==> src/rtl/slot_pkg.sv <==
package slot_pkg;
  localparam int unsigned NUM_REELS = 3;
  localparam int unsigned SYM_W = 3;

  typedef enum logic [2:0] {
    ST_IDLE    = 3'd0,
    ST_SPIN    = 3'd1,
    ST_HALT123 = 3'd2,
    ST_HALT23  = 3'd3,
    ST_HALT3   = 3'd4,
    ST_DONE    = 3'd5
  } gameState_t;

  typedef struct packed {
    logic [NUM_REELS-1:0] run;
    logic                 showResult;
  } reelCtrl_t;

  function automatic logic [6:0] segOf(input logic [SYM_W-1:0] v);
    case (v)
      3'd0: segOf = 7'h3F;
      3'd1: segOf = 7'h06;
      3'd2: segOf = 7'h5B;
      3'd3: segOf = 7'h4F;
      3'd4: segOf = 7'h66;
      3'd5: segOf = 7'h6D;
      3'd6: segOf = 7'h7D;
      default: segOf = 7'h07;
    endcase
  endfunction
endpackage

==> src/rtl/slot_debounce.sv <==
module slot_debounce #(
  parameter int unsigned DEB_CYCLES = 1_000_000
) (
  input  logic clk,
  input  logic rstN,
  input  logic keyRaw,
  output logic keyPress
);
  localparam int unsigned CW = (DEB_CYCLES > 2) ? $clog2(DEB_CYCLES) : 1;
  localparam logic [CW-1:0] LAST = CW'(DEB_CYCLES - 1);

  logic [1:0]    syncQ;
  logic          stableLvl;
  logic [CW-1:0] debCnt;
  logic          keySync;

  assign keySync = syncQ[1];

  always_ff @(posedge clk or negedge rstN) begin
    if (!rstN) begin
      syncQ     <= '0;
      stableLvl <= 1'b0;
      debCnt    <= '0;
      keyPress  <= 1'b0;
    end else begin
      syncQ    <= {syncQ[0], keyRaw};
      keyPress <= 1'b0;
      if (keySync != stableLvl) begin
        if (debCnt == LAST) begin
          stableLvl <= keySync;
          debCnt    <= '0;
          keyPress  <= keySync;
        end else begin
          debCnt <= debCnt + 1'b1;
        end
      end else begin
        debCnt <= '0;
      end
    end
  end
endmodule

==> src/rtl/slot_ctrl.sv <==
module slot_ctrl import slot_pkg::*; #(
  parameter int unsigned STOP_WAIT = 25_000_000
) (
  input  logic       clk,
  input  logic       rstN,
  input  logic       keyPress,
  output gameState_t state,
  output reelCtrl_t  strobes
);
  localparam int unsigned WW = (STOP_WAIT > 2) ? $clog2(STOP_WAIT) : 1;
  localparam logic [WW-1:0] WAIT_LAST = WW'(STOP_WAIT - 1);

  logic [WW-1:0] waitCnt;
  logic          haltState;

  assign haltState = (state == ST_HALT123) || (state == ST_HALT23) || (state == ST_HALT3);

  always_ff @(posedge clk or negedge rstN) begin
    if (!rstN) begin
      state   <= ST_IDLE;
      waitCnt <= '0;
    end else if (haltState) begin
      if (waitCnt == WAIT_LAST) begin
        waitCnt <= '0;
        unique case (state)
          ST_HALT123: state <= ST_HALT23;
          ST_HALT23:  state <= ST_HALT3;
          default:    state <= ST_DONE;
        endcase
      end else begin
        waitCnt <= waitCnt + 1'b1;
      end
    end else if (keyPress) begin
      waitCnt <= '0;
      unique case (state)
        ST_IDLE: state <= ST_SPIN;
        ST_SPIN: state <= ST_HALT123;
        default: state <= ST_IDLE;
      endcase
    end
  end

  always_comb begin
    strobes.run[0]     = (state == ST_SPIN) || (state == ST_HALT123);
    strobes.run[1]     = strobes.run[0] || (state == ST_HALT23);
    strobes.run[2]     = strobes.run[1] || (state == ST_HALT3);
    strobes.showResult = (state == ST_DONE);
  end
endmodule

==> src/rtl/slot_datapath.sv <==
module slot_datapath import slot_pkg::*; #(
  parameter int unsigned DIV1           = 10_000_000,
  parameter int unsigned DIV2           = 25_000_000,
  parameter int unsigned DIV3           = 16_666_667,
  parameter int unsigned REFRESH_CYCLES = 16_667
) (
  input  logic                             clk,
  input  logic                             rstN,
  input  reelCtrl_t                        strobes,
  output logic [NUM_REELS-1:0][SYM_W-1:0]  reelBus,
  output logic [6:0]                       segOut,
  output logic [NUM_REELS-1:0]             digitSel,
  output logic                             win
);
  localparam int unsigned RW = (REFRESH_CYCLES > 2) ? $clog2(REFRESH_CYCLES) : 1;
  localparam logic [RW-1:0] REF_LAST = RW'(REFRESH_CYCLES - 1);
  localparam int unsigned IW = $clog2(NUM_REELS);
  localparam logic [IW-1:0] IDX_LAST = IW'(NUM_REELS - 1);

  for (genvar g = 0; g < NUM_REELS; g++) begin : g_reel
    localparam int unsigned PER = (g == 0) ? DIV1 : (g == 1) ? DIV2 : DIV3;
    localparam int unsigned CW  = (PER > 2) ? $clog2(PER) : 1;
    localparam logic [CW-1:0] PER_LAST = CW'(PER - 1);
    logic [CW-1:0] divCnt;
    logic          stepTick;

    assign stepTick = (divCnt == PER_LAST);

    always_ff @(posedge clk or negedge rstN) begin
      if (!rstN) begin
        divCnt     <= '0;
        reelBus[g] <= '0;
      end else begin
        divCnt <= stepTick ? '0 : divCnt + 1'b1;
        if (stepTick && strobes.run[g]) reelBus[g] <= reelBus[g] + 1'b1;
      end
    end
  end

  logic [RW-1:0] refCnt;
  logic [IW-1:0] digIdx;

  always_ff @(posedge clk or negedge rstN) begin
    if (!rstN) begin
      refCnt <= '0;
      digIdx <= '0;
    end else if (refCnt == REF_LAST) begin
      refCnt <= '0;
      digIdx <= (digIdx == IDX_LAST) ? '0 : digIdx + 1'b1;
    end else begin
      refCnt <= refCnt + 1'b1;
    end
  end

  always_comb begin
    digitSel = '0;
    digitSel[digIdx] = 1'b1;
    segOut = segOf(reelBus[digIdx]);
    win = strobes.showResult && (reelBus[0] == reelBus[1]) && (reelBus[1] == reelBus[2]);
  end
endmodule

==> src/rtl/slot_game_top.sv <==
module slot_game_top import slot_pkg::*; #(
  parameter int unsigned DIV1           = 10_000_000,
  parameter int unsigned DIV2           = 25_000_000,
  parameter int unsigned DIV3           = 16_666_667,
  parameter int unsigned STOP_WAIT      = 25_000_000,
  parameter int unsigned DEB_CYCLES     = 1_000_000,
  parameter int unsigned REFRESH_CYCLES = 16_667
) (
  input  logic       clk,
  input  logic       rstN,
  input  logic       keyRaw,
  output logic [2:0] reel1,
  output logic [2:0] reel2,
  output logic [2:0] reel3,
  output logic [2:0] gameState,
  output logic [6:0] segOut,
  output logic [2:0] digitSel,
  output logic       win
);
  logic                            keyPress;
  gameState_t                      ctrlState;
  reelCtrl_t                       strobes;
  logic [NUM_REELS-1:0][SYM_W-1:0] reelBus;

  slot_debounce #(.DEB_CYCLES(DEB_CYCLES)) i_deb (
    .clk(clk), .rstN(rstN), .keyRaw(keyRaw), .keyPress(keyPress)
  );

  slot_ctrl #(.STOP_WAIT(STOP_WAIT)) i_ctrl (
    .clk(clk), .rstN(rstN), .keyPress(keyPress), .state(ctrlState), .strobes(strobes)
  );

  slot_datapath #(
    .DIV1(DIV1), .DIV2(DIV2), .DIV3(DIV3), .REFRESH_CYCLES(REFRESH_CYCLES)
  ) i_dp (
    .clk(clk), .rstN(rstN), .strobes(strobes), .reelBus(reelBus),
    .segOut(segOut), .digitSel(digitSel), .win(win)
  );

  assign gameState = ctrlState;
  assign reel1 = reelBus[0];
  assign reel2 = reelBus[1];
  assign reel3 = reelBus[2];
endmodule

==> config.mk <==
export PLATFORM = sky130hd
export DESIGN_NAME = slot_game_top
export DESIGN_NICKNAME = d
export VERILOG_FILES = /design/src/rtl/slot_pkg.sv /design/src/rtl/slot_debounce.sv /design/src/rtl/slot_ctrl.sv /design/src/rtl/slot_datapath.sv /design/src/rtl/slot_game_top.sv
export SDC_FILE = /design/constraint.sdc
export NUM_CORES = 1
export LEC_CHECK = 0
export ABC_AREA = 1
export BUFFER_PORTS_ARGS = -buffer_cell sky130_fd_sc_hd__buf_2
export CORE_ASPECT_RATIO = 1.25
export CORE_MARGIN = 2
export CORE_UTILIZATION = 57
export DETAILED_ROUTE_END_ITERATION = 8
export PLACE_DENSITY = 0.82
export SLEW_MARGIN = 20
export SYNTH_ARGS = -nofsm -noshare
export SYNTH_HDL_FRONTEND = slang
export SYNTH_SLANG_ARGS = --single-unit
export TNS_END_PERCENT = 10
==> constraint.sdc <==
create_clock -name clk -period 1.5 [get_ports clk]
set_clock_uncertainty 0.2 [all_clocks]
set_input_delay 0.075 -clock clk [delete_from_list [all_inputs] [get_ports clk]]
set_output_delay 0.075 -clock clk [all_outputs]
set_load 0.02 [all_outputs]
==> reports/results.ini, run 1 <==
[logic_synthesis]
synth_largest_area_cell = dfrtp_1
syn_nets = 1271
async_reset_ff_frac = 1.00
syn-cell-area_um2 = 8920
syn_avg_cell_area_um2 = 7.09
synth_cell_types = 37
synth.top_cell.area_share = 0.424
synth_ff_type = dfrtp_1
yosys_warnings = 0
synth_edf_count = 0
synth.top_cells.by_area = dfrtp_1 (42%), nand2_1 (14%), nor2_1 (8.7%)
synth_seq_area_share = 0.424
synth-seq-cells = 151
postSynthCellCount = 1257

[cts]
cts.htree.levels = 4
cts.sinks = 151
cts_made_buffers = 17
clockBufferDepth = 2
clockRootBuffer = clkbuf_16

[place]
gp_congestion = 0.932
hpwl_mm = 17.8
io_buffers = 25

[global_routing]
grt_overflow = 6
grt_max_degree = 45
track_usage = 0.606

[floorplan]
io_pins = 26
die_h_um = 144
die_width_um = 116
fp-row-count = 51
initial_core_util = 0.577

[sta]
worst_endpoint = segOut[0]
worst_endpoint_kind = primary output

[status]
tool.error = [ERROR GRT-0232] Routing congestion too high. Check the congestion heatmap in the GUI.
haltStage = global routing (5_1_grt)
run_status = stopped before the end

==> timing repair <==
action / in CTS
cloned: 0
buffers inserted: 10
pin swaps: 31
gates resized for setup: 152
endpoints found under the setup margin: 146
hold endpoints to repair: 152
hold buffers: 3
==> metal layers <==
metal,GRT overflow,global-route usage
met1,0,0.617
met2,2,0.791
met3,0,0.430
met4,4,0.557
met5,0,0.149
==> through the flow <==
| stage | cell area, um^2 | utilization | worst slack (ns) | cells |
|---|---|---|---|---|
| CTS | 12400 | 0.802 | -0.588 | 1771 |
| detailed placement | 11200 | 0.726 | -0.318 | 1726 |
| global placement | 11200 | 0.726 | -0.217 | 1726 |
| floorplan | 9000 | - | -0.119 | 1257 |
==> cells in the mapped netlist (2+ instances only) <==
library cell	instances
nor3_2	2
nand4_1	38
nor3_1	47
nand2_1	339
nor4_1	2
nor2_4	5
xnor2_1	8
nand3_1	101
o22ai_1	6
xor2_1	54
nand3b_1	2
o21ai_0	30
inv_1	195
buf_4	2
nand3_2	3
inv_2	3
o21bai_1	3
ha_1	11
nor3b_1	3
nand2_2	3
dfrtp_1	151
nor2_2	9
a21oi_1	13
nor2_1	207
o21ai_1	4
or2_2	5
==> logic make-up after synthesis <==
group / synth area share
AO/OA/AOI/OAI: 0.0377
XOR/XNOR: 0.0609
adder cells (fa/ha/maj): 0.0154
buffers and inverters: 0.0876
flip-flops: 0.424
AND/OR/NAND/NOR: 0.375
==> run 2: changes to the inputs <==
--- a/config.mk
+++ b/config.mk
@@ -7,11 +7,10 @@
 export LEC_CHECK = 0
 export ABC_AREA = 1
 export BUFFER_PORTS_ARGS = -buffer_cell sky130_fd_sc_hd__buf_2
-export CORE_ASPECT_RATIO = 1.25
 export CORE_MARGIN = 2
-export CORE_UTILIZATION = 57
+export CORE_UTILIZATION = 40
 export DETAILED_ROUTE_END_ITERATION = 8
-export PLACE_DENSITY = 0.82
+export PLACE_DENSITY_LB_ADDON = 0.15
 export SLEW_MARGIN = 20
 export SYNTH_ARGS = -nofsm -noshare
 export SYNTH_HDL_FRONTEND = slang
==> constraint.sdc (replaced) <==
create_clock -name clk -period 1.95 [get_ports clk]
set_clock_uncertainty 0.2 [all_clocks]
set_input_delay 0.0975 -clock clk [delete_from_list [all_inputs] [get_ports clk]]
set_output_delay 0.0975 -clock clk [all_outputs]
set_load 0.02 [all_outputs]
==> run 2 against run 1 <==
The flow now finishes, with violations (negative setup slack). Synthesized cell count unchanged. Synthesized area stayed put.
==> reports/results.ini, run 2 <==
[final_layout]
largest_reg_flops = 73
stdcell_count = 1629
top_register = i_dp.g_reel.divCnt
mostFrequentLayoutCells = nand2_1 (330), nor2_1 (203), inv_1 (188)
final_layout_size_suffix_gt1_frac = 0.119
n_antenna_cell = 0
top_regs = i_dp.g_reel.divCnt x73, i_ctrl.waitCnt x25, i_deb.debCnt x20
mostFrequentLayoutCell = nand2_1
nNetsFinal = 1353
syn_to_final_growth_pct = 17.0

[place]
gp_congestion = 0.912
placed_cells = 1594
io_buffers = 25
place_ws_ns = 0.0692
hpwl_mm = 16.2

[logic_synthesis]
synth_mux_area_frac = 0
postSynthCellCount = 1257
syn_avg_cell_area_um2 = 7.09
synth-simple-area-share = 0.375
synth_cell_types = 37
syn_nets = 1271
yosys_warnings = 0
synth_seq_area_share = 0.424
synth_top_family_by_area = simple AND/OR/NAND/NOR gates
synth_compound_area_frac = 0.0377
synth.top_cells.by_area = dfrtp_1 (42%), nand2_1 (14%), nor2_1 (8.7%)
synth.top_cell.area_share = 0.424
syn-cell-area_um2 = 8920
synth-seq-cells = 151
synth_commonest_cells = nand2_1 (339), nor2_1 (207), inv_1 (195)
synthAdderAreaFrac = 0.0154
synth_ff_type = dfrtp_1
synth_edf_count = 0
synth_most_common_cell = nand2_1
synth-xor-area-share = 0.0609
synth_largest_area_cell = dfrtp_1
async_reset_ff_frac = 1.00

[cts]
clockBufferDepth = 2
cts.clk_slew.worst_paths_ns = 0.06
cts_made_buffers = 17
cts.htree.levels = 4
cts_tree = built
cts.sinks = 151
insertion_delay_ns = 0.43
clockRootBuffer = clkbuf_16

[detailed_routing]
ant_nets = 0
drt_iter0_drc = 576
via_count = 7854
viasPerCell = 4.82
dr.pass1.iters = 5
drt_wl_total_mm = 21.4
drc = 0
wl_per_cell_um = 13.1

[setup_path]
worstPathMaxFanout = 4
setup.worst_path.start_class = flop
crit_arrival_ns = 1.83
slowest_delay_ns = 0.40
worst-setup-path-type = reg -> out
crit_chain = buf_4, nand2_2, inv_2, nand2_1, nand2_2, buf_4, a21oi_1, buf_4
critPathRequiredTime_ns = 1.65
cp-end-kind = primary output
crit_top_cell = buf_4
r2r.worst_path.cells = 8
slowest_stage = dfrtp_1

[sta]
slew_headroom = 0.725
period_share = 1.09
layout_setup_ws_ns = -0.176
fmax_ghz = 0.470
tightest_slew_ns = 0.409
setup_violations = 8
finalHoldViolCount = 0
finalMaxSlewViolations = 0
rsz0062_at_grt = yes
period_minus_slack_ns = 2.13

[power_and_ir_drop]
leakage_nw = 5.11
total_power_mw = 6.35
power_density_nw_per_um2 = 609
ir_worst_vdd_v = 0.000457

[global_routing]
grt_pass1_wl_mm = 36.9
antenna_found_initial = 0
track_usage = 0.193
grt_max_degree = 45
grt_pass1_vias = 7665
grt_overflow = 0

[floorplan]
io_pins = 26
core_area_um2 = 21800
initial_core_util = 0.409
dieArea_um2 = 23500
fp-row-count = 54
die_h_um = 153
die_width_um = 153

[status]
run_status = finished, violations left
violations = negative setup slack

[flow_run]
cap_violations = 0

[min_path]
hold_path_class = in -> async

==> run 2: cell counts after synthesis <==
No cell type changed its count.
==> run 2: cell type report <==
cell class,instances,area (um^2)
Sequential cell,151,3780
Clock buffer,18,439
Multi-Input combinational cell,903,4470
Timing Repair Buffer,67,522
Inverter,199,752
Tap cell,280,350
Fill cell,2184,11400
Clock inverter,11,106
==> run 2: critical path, delay by kind of cell, from the launching register on <==
family | cells | cell delay, ns
AOI/OAI and AO/OA | 1 | 0.19
buffers and inverters | 4 | 0.54
DFF | 1 | 0.40
and+or+nand+nor | 3 | 0.27
==> run 2: where the power goes <==
part           internal [mW]  switching, mW
Combinational         0.0281         0.0799
Clock                   1.77           1.33
Sequential              3.14        0.00495
Total                   4.94           1.41
==> run 2: cells by family after synthesis <==
logic type	Yosys count
buffers and inverters	203
adder cells (fa/ha/maj)	11
AO/OA/AOI/OAI	60
flip-flops	151
XOR/XNOR	62
AND/OR/NAND/NOR	770
==> run 2: what timing repair did <==
action | in CTS | in global routing
buffers inserted | 1 | 2
pin swaps | 5 | 5
hold buffers | 3 | 0
hold endpoints to repair | 152 | 0
gates cloned | 0 | 0
resized for setup | 37 | 18
endpoints found under the setup margin | 8 | 14
==> run 2: stage by stage <==
stage	TNS (ns)	utilization	instance area, um^2	hold WS [ns]
floorplan	0	-	8920	-0.398
global placement	0	0.443	9660	-0.178
detailed placement	0	0.443	9660	-0.173
CTS	-0.777	0.474	10300	0.0506
global route	-1.79	0.478	10400	0.0736
finish	-0.843	0.478	10400	0.0472
==> run 2: final timing paths <==
check | startpoint | endpoint | slack (ns)
worst min register to register | i_deb.syncQ[0] | i_deb.syncQ[1] | 0.17
worst max register to register | i_ctrl.waitCnt[0] | i_ctrl.state[2] | 0.13
min in group clk | keyRaw | i_deb.syncQ[0] | 0.10
max in group asynchronous | rstN | i_dp.g_reel[0].divCnt[16] | 1.22
worst max-delay path | i_dp.digIdx[1] | segOut[4] | -0.18
worst min-delay path | rstN | i_dp.g_reel[1].divCnt[9] | 0.05
==> run 2: layer usage <==
metal	share of wire	vias to the layer above	GRT usage	routed length, um
met5	0	-	0	0
met4	0.012	0	0.0556	261
li1	-	4101	-	-
met3	0.035	19	0.0371	750
met2	0.47	106	0.320	10100
met1	0.48	3628	0.257	10300
Note: power is estimated with default switching activity, not from simulation.
